`config.mk`:
```
export PLATFORM = sky130hd
export DESIGN_NAME = refclk_gen
export DESIGN_NICKNAME = d
export VERILOG_FILES = /design/src/rtl/refclk_pkg.sv /design/src/rtl/refclk_regs.sv /design/src/rtl/refclk_divider.sv /design/src/rtl/refclk_shaper.sv /design/src/rtl/refclk_gen.sv
export SDC_FILE = /design/constraint.sdc
export NUM_CORES = 1
export LEC_CHECK = 0
export ABC_AREA = 1
export BUFFER_PORTS_ARGS = -buffer_cell sky130_fd_sc_hd__clkbuf_2
export CAP_MARGIN = 20
export CORE_ASPECT_RATIO = 1.4
export CORE_MARGIN = 3
export CORE_UTILIZATION = 56
export CTS_BUF_LIST = sky130_fd_sc_hd__clkbuf_8 sky130_fd_sc_hd__clkbuf_16
export DETAILED_ROUTE_END_ITERATION = 8
export PLACE_DENSITY = 0.81
export SLEW_MARGIN = 20
export SYNTH_ARGS = -nofsm -noshare
export SYNTH_HDL_FRONTEND = slang
export SYNTH_SLANG_ARGS = --single-unit
```
`constraint.sdc`:
```
create_clock -name clk -period 4.1 [get_ports clk]
set_input_delay 0.82 -clock clk [delete_from_list [all_inputs] [get_ports clk]]
set_output_delay 0.82 -clock clk [all_outputs]
set_load 0.02 [all_outputs]
```
`src/rtl/refclk_pkg.sv`:
```
package refclk_pkg;
  localparam int DIV_W    = 3;
  localparam int POS_DIV  = 0;
  localparam int POS_DUTY = 4;
  localparam int POS_SLEW = 6;
  localparam int POS_OE   = 7;
  localparam int POS_EN   = 8;

  typedef enum logic [1:0] {
    DUTY_OFF  = 2'd0,
    DUTY_Q1   = 2'd1,
    DUTY_HALF = 2'd2,
    DUTY_Q3   = 2'd3
  } duty_e;

  typedef struct packed {
    logic             en;
    logic             oe;
    logic             slew;
    duty_e            duty;
    logic [DIV_W-1:0] div;
  } ctrl_t;
endpackage

```
`src/rtl/refclk_regs.sv`:
```
module refclk_regs
  import refclk_pkg::*;
#(
  parameter int DATA_W = 16
) (
  input  logic              clk,
  input  logic              rst_n,
  input  logic              wr_en,
  input  logic [DATA_W-1:0] wdata,
  output logic [DATA_W-1:0] rdata,
  output ctrl_t             ctrl
);
  localparam logic [DATA_W-1:0] RW_MASK =
      (DATA_W'((1 << DIV_W) - 1) << POS_DIV) | (DATA_W'(3) << POS_DUTY) |
      (DATA_W'(1) << POS_SLEW) | (DATA_W'(1) << POS_OE) | (DATA_W'(1) << POS_EN);

  always_ff @(posedge clk) begin
    if (!rst_n) begin
      ctrl.en   <= 1'b0;
      ctrl.oe   <= 1'b0;
      ctrl.slew <= 1'b1;
      ctrl.duty <= DUTY_HALF;
      ctrl.div  <= '0;
    end else if (wr_en) begin
      ctrl.en   <= wdata[POS_EN];
      ctrl.oe   <= wdata[POS_OE];
      ctrl.slew <= wdata[POS_SLEW];
      ctrl.duty <= duty_e'(wdata[POS_DUTY +: 2]);
      ctrl.div  <= wdata[POS_DIV +: DIV_W];
    end
  end

  always_comb begin
    rdata                    = '0;
    rdata[POS_DIV +: DIV_W]  = ctrl.div;
    rdata[POS_DUTY +: 2]     = ctrl.duty;
    rdata[POS_SLEW]          = ctrl.slew;
    rdata[POS_OE]            = ctrl.oe;
    rdata[POS_EN]            = ctrl.en;
  end

  // a write returns its implemented fields on the next cycle, reserved bits zero
  a_r12_write_readback: assert property (@(posedge clk) disable iff (!rst_n)
    wr_en |=> rdata == ($past(wdata) & RW_MASK));

  // slew bit holds without a write
  a_r11_slew_hold: assert property (@(posedge clk) disable iff (!rst_n)
    !wr_en |=> $stable(ctrl.slew));
endmodule

```
`src/rtl/refclk_divider.sv`:
```
module refclk_divider
  import refclk_pkg::*;
(
  input  logic             clk,
  input  logic             rst_n,
  input  logic             en,
  input  logic [DIV_W-1:0] div_req,
  input  duty_e            duty_req,
  output logic             run_q,
  output logic             lvl_q,
  output logic [DIV_W-1:0] act_div,
  output duty_e            act_duty
);
  localparam int CW = (1 << DIV_W) - 1;
  localparam int PW = CW + 1;

  logic [CW-1:0]    cnt_q, cnt_n, last;
  logic             wrap;
  logic [DIV_W-1:0] nxt_div;
  duty_e            nxt_duty;
  logic [PW-1:0]    per, qtr, half, thr;
  logic             lvl_n;

  always_comb begin
    last     = ~({CW{1'b1}} << act_div);
    wrap     = !run_q || (cnt_q == last);
    nxt_div  = wrap ? div_req  : act_div;
    nxt_duty = wrap ? duty_req : act_duty;
    cnt_n    = wrap ? '0 : cnt_q + 1'b1;
    per      = PW'(1) << nxt_div;
    qtr      = per >> 2;
    half     = per >> 1;
    unique case (nxt_duty)
      DUTY_Q1:   thr = qtr;
      DUTY_HALF: thr = half;
      DUTY_Q3:   thr = qtr + half;
      default:   thr = '0;
    endcase
    if (nxt_div < DIV_W'(2) && nxt_duty != DUTY_OFF) thr = PW'(1);
    lvl_n = ({1'b0, cnt_n} < thr);
  end

  always_ff @(posedge clk) begin
    if (!rst_n) begin
      run_q    <= 1'b0;
      lvl_q    <= 1'b0;
      cnt_q    <= '0;
      act_div  <= '0;
      act_duty <= DUTY_HALF;
    end else if (!en) begin
      run_q    <= 1'b0;
      lvl_q    <= 1'b0;
      cnt_q    <= '0;
      act_div  <= div_req;
      act_duty <= duty_req;
    end else begin
      run_q    <= 1'b1;
      lvl_q    <= lvl_n;
      cnt_q    <= cnt_n;
      act_div  <= nxt_div;
      act_duty <= nxt_duty;
    end
  end

  // running settings move only at a period boundary
  a_r8_change_at_boundary: assert property (@(posedge clk) disable iff (!rst_n)
    (run_q && $past(run_q) && !($stable(act_div) && $stable(act_duty))) |-> cnt_q == '0);

  // the period counter stays inside the active period
  a_r7_count_bound: assert property (@(posedge clk) disable iff (!rst_n)
    run_q |-> cnt_q <= last);

  // disabled generator goes low on the next edge
  a_r9_off_low: assert property (@(posedge clk) disable iff (!rst_n)
    !en |=> (!lvl_q && !run_q));

  // a fresh start begins with the high phase
  a_r9_start_high: assert property (@(posedge clk) disable iff (!rst_n)
    (en && !run_q && duty_req != DUTY_OFF) |=> lvl_q);
endmodule

```
`src/rtl/refclk_shaper.sv`:
```
module refclk_shaper
  import refclk_pkg::*;
(
  input  logic             clk,
  input  logic             rst_n,
  input  logic             run,
  input  logic             lvl,
  input  logic [DIV_W-1:0] act_div,
  input  duty_e            act_duty,
  input  logic             clkout_cfg,
  input  logic             oe,
  output logic             ref_clk,
  output logic             pad_o,
  output logic             pad_oe
);
  logic [1:0] q4;
  logic       base_div4;

  always_ff @(posedge clk) begin
    if (!rst_n) q4 <= '0;
    else        q4 <= q4 + 2'd1;
  end
  assign base_div4 = q4[1];

  always_comb begin
    if (!run || act_duty == DUTY_OFF) begin
      ref_clk = 1'b0;
    end else if (act_div == '0) begin
      ref_clk = clk;
    end else if (act_div == DIV_W'(1)) begin
      unique case (act_duty)
        DUTY_Q1: ref_clk = lvl & clk;
        DUTY_Q3: ref_clk = lvl | clk;
        default: ref_clk = lvl;
      endcase
    end else begin
      ref_clk = lvl;
    end
  end

  assign pad_o  = clkout_cfg ? (oe & ref_clk) : base_div4;
  assign pad_oe = clkout_cfg ? oe : 1'b1;

  // fallback stays high for exactly two cycles
  a_r10_div4_shape: assert property (@(posedge clk) disable iff (!rst_n)
    (base_div4 && $past(base_div4)) |=> !base_div4);
endmodule

```
`src/rtl/refclk_gen.sv`:
```
module refclk_gen
  import refclk_pkg::*;
#(
  parameter int DATA_W = 16
) (
  input  logic              clk,
  input  logic              rst_n,
  input  logic              cfg_clkout_en,
  input  logic              wr_en,
  input  logic [DATA_W-1:0] wdata,
  output logic [DATA_W-1:0] rdata,
  output logic              ref_clk_o,
  output logic              pad_o,
  output logic              pad_oe_o,
  output logic              slew_o
);
  ctrl_t            ctrl;
  logic             run_q, lvl_q;
  logic [DIV_W-1:0] act_div;
  duty_e            act_duty;

  refclk_regs #(.DATA_W(DATA_W)) u_regs (
    .clk(clk), .rst_n(rst_n), .wr_en(wr_en), .wdata(wdata),
    .rdata(rdata), .ctrl(ctrl)
  );

  refclk_divider u_div (
    .clk(clk), .rst_n(rst_n), .en(ctrl.en), .div_req(ctrl.div),
    .duty_req(ctrl.duty), .run_q(run_q), .lvl_q(lvl_q),
    .act_div(act_div), .act_duty(act_duty)
  );

  refclk_shaper u_shape (
    .clk(clk), .rst_n(rst_n), .run(run_q), .lvl(lvl_q),
    .act_div(act_div), .act_duty(act_duty), .clkout_cfg(cfg_clkout_en),
    .oe(ctrl.oe), .ref_clk(ref_clk_o), .pad_o(pad_o), .pad_oe(pad_oe_o)
  );

  assign slew_o = ctrl.slew;

  // with output-enable off and the option on, the pad stays low
  a_r3_pad_quiet: assert property (@(posedge clk) disable iff (!rst_n)
    (cfg_clkout_en && !ctrl.oe) |-> (!pad_o && !pad_oe_o));
endmodule

```
**Yosys cells after proc, flatten, opt, wreduce, memory -nomap -nowiden**

Cells that the tools add are included.

- Bits in registers: 24
- Latch bits: 0
- RAM bits: 0
- Memory bits (read-only): 0
- Bits of input ports: 20
- Output and inout bits: 20
- Logic and storage cells: 51
- Memories: 0

- $add $sub $neg: 3
- Multiply operators: 0
- Divide/modulo/power cells: 0
- $lt $le $gt $ge: 2
- Eq/ne operators: 7
- Shift-type cells: 2
- Muxes and demuxes: 14
- Bitwise logic cells: 4
- Reduce and logical (&&, ||, !) cells: 8

Operators by type and width:

| kind | count |
|---|---|
| $pmux 8 s3 | 1 |
| $add 6x7->8 | 1 |
| $lt 7x8->1 | 1 |
| $mux 8 | 1 |
| $shl 1x3->8 const A | 1 |
| $add 7x1->7 const B | 1 |
| $eq 7x7->1 | 1 |
| $mux 7 | 1 |
| $not 7->7 | 1 |
| $shl 7x3->7 const A | 1 |
| $eq 2x2->1 const B | 3 |
| $mux 1 | 6 |
| $mux 3 | 2 |
| $eq 2x1->1 const B | 2 |
| $mux 2 | 2 |
| $eq 3x1->1 const B | 1 |
| $logic_not 3->1 | 1 |
| $lt 3x2->1 const B | 1 |
| $add 2x1->2 const B | 1 |
| $and 1x1->1 | 2 |
| $logic_not 2->1 | 1 |
| $logic_or 1x1->1 | 2 |
| $pmux 1 s2 | 1 |
| $reduce_and 2->1 | 1 |
| other kinds (4) | 4 |

**Logic depth before layout (Yosys ltp)**

Gate-level depths: netlist of the first run.

- Depth after elaboration: 10
- Mapped depth: 30
- Depth with buffers taken out: 28

**Hierarchy**

From an unflattened synthesis of the first run, not the netlist that was laid out.

- Cells, all modules: 344
- Area, all modules: 2167.1 um^2

By module, submodules not included:

| module | instances | cells an instance | area each (um^2) | sequential area each (um^2) |
|---|---|---|---|---|
| refclk_divider | 1 | 254 | 1575.3 | 280.3 |
| refclk_regs | 1 | 64 | 441.7 | 160.2 |
| refclk_shaper | 1 | 26 | 150.1 | 40.0 |

==> impl_metrics.yaml, run 1 <==
timing:
  grt_setup_unrepaired: "false"
  drv_slew: 0
  setup_viol: 0
  skew_ps: 9.02
  setup_tns_ps: 0
  hold_slack_ps: 445
  hold_violations: 0
  fin_ws_ps: 108
route:
  vias: 1943
  drt_wl_total_um: 4380
  avgRoutedWirePerCell_um: 11.6
  drtAntennaViolNets: 0
  via_per_inst: 5.17
  wl_met1_um: 1830
  wl_met3_um: 99
  firstDrtPassIters: 4
  dr.first_iter.drc_count: 97
  drcViolationCount: 0
  routed-wl-met2_um: 2340
  maxUsedRoutingLayer: "met4"
final_layout:
  multiInputGateArea_mm2: 0.00128
  area_delta_synth_final_pct: 13.1
  final_common_cell: "nand2_1"
  final_cell_mix: "nand2_1, inv_1, nand3_1"
  stdcell_count: 376
  final_layout_size_suffix_gt1_share_pct: 20.2
  final_area_mm2: 0.00231
  final_util_pct: 67.1
  fillers: 331
  layout.nets: 371
  antennaDiodeCount: 0
  seq_area_um2: 480
floorplanning:
  fp.dieH_um: 77.4
  num_io_pins: 40
  initial_core_util_pct: 59.3
  die_w_um: 57.0
  dieArea_mm2: 0.00441
  num_rows: 25
  core-area_mm2: 0.00344
global_routing:
  grt.total_usage_pct: 22.6
  grt_max_degree: 17
  grt_pass1_vias: 1897
  antenna_found_initial: 0
  grt_pass1_wl_um: 7830
  overflow: 0
yosys:
  synth-seq-cells: 24
  synthCells: 308
  syn_area_mm2: 0.00204
  synth_top_family_by_area: "simple AND/OR/NAND/NOR gates"
  muxShareOfSynthArea_pct: 0
  yosys.area_share.simple_pct: 38.6
  synthXorXnorAreaFrac_pct: 2.15
  netlist-cell-type-count: 32
  yosys_warnings: 0
  avgSynthCellArea_um2: 6.63
  post_synth_fa_ha_maj_area_fraction_pct: 9.56
  ys_seq_area_share_pct: 23.5
  synth_compound_area_share_pct: 10.9
setup_path:
  cp_cell_sequence: "clkbuf_8 -> clkbuf_8 -> clkbuf_8 -> clkbuf_8 -> clkbuf_8 -> nand2_2 -> a21boi_2 -> buf_4 -> clkbuf_8 -> clkbuf_2"
  crit_family: "buffers and inverters"
  arrival_ps: 3170
  slowest_delay_ps: 140
  crit_top_cell: "clkbuf_8"
  timing_worst_setup_path_type: "clock port to primary output"
  critical_path_required_ps: 3280
  end_kind: "primary output"
  worstSetupStartpointType: "clock port"
  critPathMaxFanout: 2
  cp.buffers_inverters: 8
  cp_slowest_cell: "buf_4"
clock_network:
  worstSkewPairLatency_ps: 370
  hold_buffers: 0
  clk_pin_slew_ps: 90
  cts_tree: "yes"
placement:
  post-place-ws_ps: 415
  portBuffers: 23
  placed_area_mm2: 0.00211
  hpwl_um: 3380
  place.gp.congestion: 0.913
  dp.cells: 362
pwr:
  powerDensity_mw_per_mm2: 347
  ir_drop_v: 0.000304
  finalPower_mw: 0.802
  leakage_nw: 1.19
outcome:
  run_status: "finished, final reports clean"
job:
  maxCapViolations: 0
hold_path:
  hold_class: "flip-flop to flip-flop"
-- report_power, final --
part           internal, mW  switching (mW)  total [mW]
clock                 0.265           0.110       0.374
combinational        0.0548           0.112       0.167
sequential            0.245          0.0153       0.261
-- flip-flops by register name (all words and copies together), names as in the netlist --
| register | flops |
|---|---|
| u_div.cnt_q | 7 |
| u_regs.ctrl | 8 |
| u_div.run_q | 1 |
| u_div.act_div | 3 |
| u_shape.q4 | 2 |
| u_div.lvl_q | 1 |
| u_div.act_duty | 2 |
-- Yosys cell counts --
master,n,area share (%)
nand2_1,71,13
inv_1,46,8.5
nand3_1,27,6.6
dfxtp_1,24,24
nor2_1,18,3.3
a21oi_1,16,3.9
ha_1,14,8.6
nand2_2,13,4.0
o21ai_0,13,3.2
buf_4,12,4.4
nor3_1,7,1.7
nand2_4,6,3.3
nor2_2,5,1.5
o211ai_1,5,1.8
clkbuf_1,3,0.55
nand3b_1,3,1.1
nor4_1,3,0.92
xnor2_1,3,1.3
nand3_2,2,0.98
nand4_1,2,0.61
nor2_4,2,1.1
o21bai_1,2,0.74
xor2_1,2,0.86
a21boi_0,1,0.37
a22oi_1,1,0.37
buf_12,1,0.98
buf_6,1,0.55
conb_1,1,0.18
fa_1,1,0.98
inv_2,1,0.18
o221ai_1,1,0.43
or2_1,1,0.31
-- metal layers --
layer / track usage (%) / vias to the layer above
met5: 0 / -
met4: 15.1 / 0
met3: 6.82 / 9
met2: 38.0 / 26
met1: 23.7 / 883
li1: - / 1025
-- worst reg2reg max path, delay by kind of cell (launching register included) --
family / cells / cell delay (ps)
AO/OA/AOI/OAI: 3 / 460
buffers and inverters: 2 / 110
adder cells (fa/ha/maj): 3 / 900
flip-flops: 1 / 550
AND/OR/NAND/NOR: 15 / 1410
XOR/XNOR: 1 / 150
-- layout make-up --
class	instances	share of cell area (%)
multi-input combinational	227	55.6
sequential	24	20.8
inverter	47	7.64
clock buffer	14	7.43
timing repair buffer	22	4.88
tap	40	2.17
clock inverter	2	1.46
-- final timing paths --
| path | startpoint | cells after the start | endpoint | slack (ps) |
|---|---|---|---|---|
| worst max register to register | u_div.act_div[2] | 24 | u_div.lvl_q | 410 |
| worst min-delay path | u_shape.q4[0] | 1 | u_shape.q4[0] | 440 |
| worst max-delay path | clk | 10 | ref_clk_o | 110 |
| worst min register to register | u_shape.q4[0] | 1 | u_shape.q4[0] | 440 |
-- what timing repair did --
| item | CTS | global route |
|---|---|---|
| setup endpoints to repair | 1 | 1 |
| buffers inserted | 0 | 1 |
| gates resized for setup | 3 | 3 |
| pin swaps | 0 | 1 |
-- logic make-up (layout without fill, tap and decap cells) --
logic type / after synthesis / in the layout
AND/OR/NAND/NOR: 160 / 160
buffers and inverters: 64 / 85
flip-flops: 24 / 24
other: 1 / 8
adder cells (fa/ha/maj): 15 / 15
XOR/XNOR: 5 / 5
AO/OA/AOI/OAI: 39 / 39
No activity file was read; power rests on OpenSTA's default activity.
==> run 2, diff against run 1 <==
Settings changed: CELL_PAD_IN_SITES_DETAIL_PLACEMENT set to 0, CELL_PAD_IN_SITES_GLOBAL_PLACEMENT set to 1, CORE_UTILIZATION 56 to 39, PLACE_DENSITY 0.81 to not set, PLACE_DENSITY_LB_ADDON set to 0.2.
==> run 2 against run 1 <==
  * Design area is 1.9% higher
  * Final cell count is 6.4% higher
  * Clock power is 3% higher
  * Setup slack worse by 28 ps
  * Via count is 1.7% lower
  * Register-to-register slack hardly changed
  * Combinational power hardly changed
  * Die area is 39% higher
  * Critical path depth is 1 higher
  * Clock skew is 1.0 ps higher
  * Critical endpoint is now pad_o
==> impl_metrics.yaml, run 2 (same netlist as run 1, synthesis figures left out) <==
outcome:
  run_status: "finished, final reports clean"
route:
  dr.first_iter.drc_count: 51
  vias: 1909
  firstDrtPassIters: 4
  drtAntennaViolNets: 0
  via_per_inst: 4.77
  avgRoutedWirePerCell_um: 11.0
  drt_wl_total_um: 4400
  drcViolationCount: 0
global_routing:
  grt_pass1_wl_um: 8100
  grt_max_degree: 15
  gr-max-usage-layer: "met2"
  met2_usage_pct: 28.1
  grt_pass1_vias: 1915
  gr-usage-met1_pct: 19.0
  overflow: 0
  use_met3_pct: 3.84
  grt.total_usage_pct: 17.2
  antenna_found_initial: 0
timing:
  drv_slew: 0
  setup_tns_ps: 0
  setup_viol: 0
  grt_setup_unrepaired: "false"
  skew_ps: 10.1
  hold_violations: 0
final_layout:
  layout.nets: 371
  final_area_mm2: 0.00235
  biggestRegsByFlops: "u_regs.ctrl (8), u_div.cnt_q (7), u_div.act_div (3)"
  antennaDiodeCount: 0
  area_delta_synth_final_pct: 15.3
  largest_reg_flops: 8
  top_register: "u_regs.ctrl"
  final_cell_mix: "nand2_1, inv_1, nand3_1"
  final_common_cell: "nand2_1"
  final_layout_size_suffix_gt1_share_pct: 20.5
setup_path:
  critical_path_required_ps: 3280
  r2r-end: "u_div.lvl_q"
  cp_slowest_cell: "buf_4"
  worstSetupStartpointType: "clock port"
  end_kind: "primary output"
  critPathMaxFanout: 2
  cp_cell_sequence: "clkbuf_8 -> clkbuf_8 -> clkbuf_8 -> clkbuf_8 -> clkbuf_8 -> nand2_4 -> a21boi_4 -> clkbuf_8 -> nand3_1 -> o21ai_0 -> buf_4"
  r2r_cells: 26
  crit_top_cell: "clkbuf_8"
  crit_start: "clk"
  r2r_start: "u_div.act_div[1]"
  crit_path_end: "pad_o"
  arrival_ps: 3200
  timing_worst_setup_path_type: "clock port to primary output"
  slowest_delay_ps: 160
  r2r_slack_ps: 410
floorplanning:
  num_io_pins: 40
  core-area_mm2: 0.00495
  dieArea_mm2: 0.00615
  die_w_um: 67.1
  initial_core_util_pct: 41.2
  num_rows: 30
  fp.dieH_um: 91.6
clock_network:
  clk_pin_slew_ps: 90
  worstSkewPairLatency_ps: 370
  cts_tree: "yes"
  postCtsSetupBuffers: 0
placement:
  place.gp.congestion: 0.877
  placed_area_mm2: 0.00214
  portBuffers: 23
  hpwl_um: 3650
pwr:
  ir_drop_v: 0.000156
  leakage_nw: 1.20
  powerDensity_mw_per_mm2: 347
job:
  maxCapViolations: 0
hold_path:
  hold_class: "flip-flop to flip-flop"
## run 2: per-stage QoR
stage	total power, mW	hold WS (ps)	util [%]	std cells	setup slack [ps]
2_1_floorplan	0.412	413	-	315	578
3_3_place_gp	0.442	424	43.3	387	323
3_5_place_dp	0.443	428	43.3	387	317
4_1_cts	0.822	440	47.2	400	7.20
5_1_grt	0.864	465	47.5	400	14.0
6_report	0.816	440	47.5	400	79.8
## run 2: repair_timing
| action | 4_1_cts | 5_1_grt |
|---|---|---|
| setup endpoints to repair | 2 | 2 |
| hold buffers | 0 | 0 |
| cloned | 0 | 0 |
| gates resized for setup | 4 | 4 |
## run 2: worst min-delay path by stage
stage                        startpoint       endpoint  slack, ps  cells after the start
after detailed placement  u_shape.q4[0]  u_shape.q4[0]        430                      1
after global routing      u_shape.q4[0]  u_shape.q4[0]        470                      1
final                     u_shape.q4[0]  u_shape.q4[0]        440                      1
after floorplan           u_shape.q4[0]  u_shape.q4[0]        410                      1
after global placement    u_shape.q4[0]  u_shape.q4[0]        420                      1
after CTS                 u_shape.q4[0]  u_shape.q4[0]        440                      1
## run 2: routing by layer
layer	vias to the layer above	routed length, µm
met3	8	69
met1	855	1890
li1	1028	-
met4	0	85
met2	18	2350
met5	-	0
## run 2: where the power goes
| group | total [mW] | leakage (nW) | switching, mW | internal (mW) |
|---|---|---|---|---|
| Clock | 0.385 | 0.115 | 0.118 | 0.267 |
| Combinational | 0.169 | 0.884 | 0.112 | 0.0566 |
| Sequential | 0.261 | 0.198 | 0.0155 | 0.246 |
## run 2: area by class of cell
class / count / area (µm²)
Clock inverter: 2 / 33.8
Tap cell: 64 / 80.1
Fill cell: 554 / 2600
Sequential cell: 24 / 482
Inverter: 47 / 176
Clock buffer: 13 / 164
Multi-Input combinational cell: 227 / 1300
Timing Repair Buffer: 23 / 120
## run 2: worst max-delay path, delay by kind of cell
kind	cells	cell delay (ps)
and+or+nand+nor	2	120
AOI/OAI and AO/OA	2	140
buffers and inverters	7	900
==> run 3, diff against run 2 <==
Settings changed: PLACE_DENSITY_LB_ADDON 0.2 to 0.1.
==> run 3 against run 2 <==
  * Final cell count unchanged
  * First-iteration DRC count increased by 29%
  * Clock-buffer cell count unchanged
  * Utilization decreased by 0.18 points
  * Non-clock buffer count unchanged
  * Highest routed layer unchanged
  * Register-to-register slack improved by 90 ps
  * Global-route usage increased by 0.39 points
  * Sequential cell count unchanged
  * Clock power about the same
  * Critical path depth unchanged
  * Sequential power about the same
==> impl_metrics.yaml, run 3 (same netlist as run 1, synthesis figures left out) <==
outcome:
  run_status: "finished, final reports clean"
timing:
  drv_slew: 0
  hold_violations: 0
  skew_ps: 8.71
  setup_tns_ps: 0
  grt_setup_unrepaired: "false"
  setup_viol: 0
global_routing:
  grt.total_usage_pct: 17.5
  antenna_found_initial: 0
  grt_pass1_vias: 1882
  overflow: 0
  grt_pass1_wl_um: 8090
  grt_max_degree: 15
setup_path:
  r2r_start: "u_div.act_div[2]"
  worstSetupStartpointType: "clock port"
  critPathMaxFanout: 2
  end_kind: "primary output"
  critical_path_required_ps: 3280
  timing_worst_setup_path_type: "clock port to primary output"
  crit_start: "clk"
  arrival_ps: 3220
  r2r_slack_ps: 500
floorplanning:
  num_rows: 30
  die_w_um: 67.1
  fp.dieH_um: 91.6
  core-area_mm2: 0.00495
  dieArea_mm2: 0.00615
  num_io_pins: 40
  initial_core_util_pct: 41.2
pwr:
  powerDensity_mw_per_mm2: 347
  leakage_nw: 1.19
  ir_drop_v: 0.000157
  finalPower_mw: 0.813
route:
  firstDrtPassIters: 4
  vias: 1892
  drtAntennaViolNets: 0
  dr.first_iter.drc_count: 66
  avgRoutedWirePerCell_um: 11.7
  via_per_inst: 4.73
  drt_wl_total_um: 4700
  drcViolationCount: 0
clock_network:
  cts_tree: "yes"
  worstSkewPairLatency_ps: 380
  postCtsSetupBuffers: 0
  hold_buffers: 0
  clk_pin_slew_ps: 90
final_layout:
  stdcell_count: 400
  final_layout_size_suffix_gt1_share_pct: 21.1
  top_register: "u_regs.ctrl"
  layout.nets: 371
  final_area_mm2: 0.00234
  final_common_cell: "nand2_1"
  antennaDiodeCount: 0
  final_cell_mix: "nand2_1, inv_1, nand3_1"
  area_delta_synth_final_pct: 14.8
  biggestRegsByFlops: "u_regs.ctrl (8), u_div.cnt_q (7), u_div.act_div (3)"
  largest_reg_flops: 8
placement:
  placed_area_mm2: 0.00214
  portBuffers: 23
  hpwl_um: 3720
  dp.cells: 387
  place.gp.congestion: 0.796
job:
  maxCapViolations: 0
hold_path:
  hp-start: "u_shape.q4[0]"
  hold_class: "flip-flop to flip-flop"
[run 3: path summary, 6_finish.rpt]
check	cells after the start	to
max	11	pad_o
min	1	u_shape.q4[0]
max reg2reg	25	u_div.lvl_q
min reg2reg	1	u_shape.q4[0]
[run 3: what timing repair did]
item,in CTS,in global routing
setup endpoints to repair,1,2
gates resized for setup,2,5
cloned,0,0
[run 3: metal layers]
metal / up-vias / wire, µm / track usage (%)
met5: - / 0 / 0
met4: 0 / 58 / 11.3
met1: 830 / 2040 / 19.4
met3: 6 / 143 / 4.70
met2: 37 / 2450 / 28.5
li1: 1019 / - / -
[run 3: critical path: stages]
cell      delay [ps]
clkbuf_8         110
clkbuf_8         120
clkbuf_8         120
clkbuf_8         120
clkbuf_8         120
nand2_1           70
a21boi_2          70
clkbuf_8         140
nand3_1           50
o21ai_0           70
clkbuf_4         170
[run 3: layout make-up]
cell class                      instances  area (µm²)
Multi-Input combinational cell        227        1280
Tap cell                               64        80.1
Fill cell                             548        2610
Sequential cell                        24         484
Clock buffer                           13         164
Inverter                               47         176
Timing Repair Buffer                   23         120
Clock inverter                          2        33.8
[run 3: through the flow]
stage | worst slack, ps | utilization, % | hold WS [ps]
2_1_floorplan | 578 | - | 413
3_3_place_gp | 328 | 43.3 | 425
3_5_place_dp | 333 | 43.3 | 431
4_1_cts | 4.29 | 47.1 | 444
5_1_grt | 5.34 | 47.3 | 467
6_report | 61.4 | 47.3 | 442
[run 3: power breakdown]
group | total, mW | internal [mW] | leakage, nW | switching, mW
Clock | 0.382 | 0.262 | 0.109 | 0.119
Combinational | 0.169 | 0.0567 | 0.884 | 0.113
Sequential | 0.262 | 0.246 | 0.198 | 0.0157
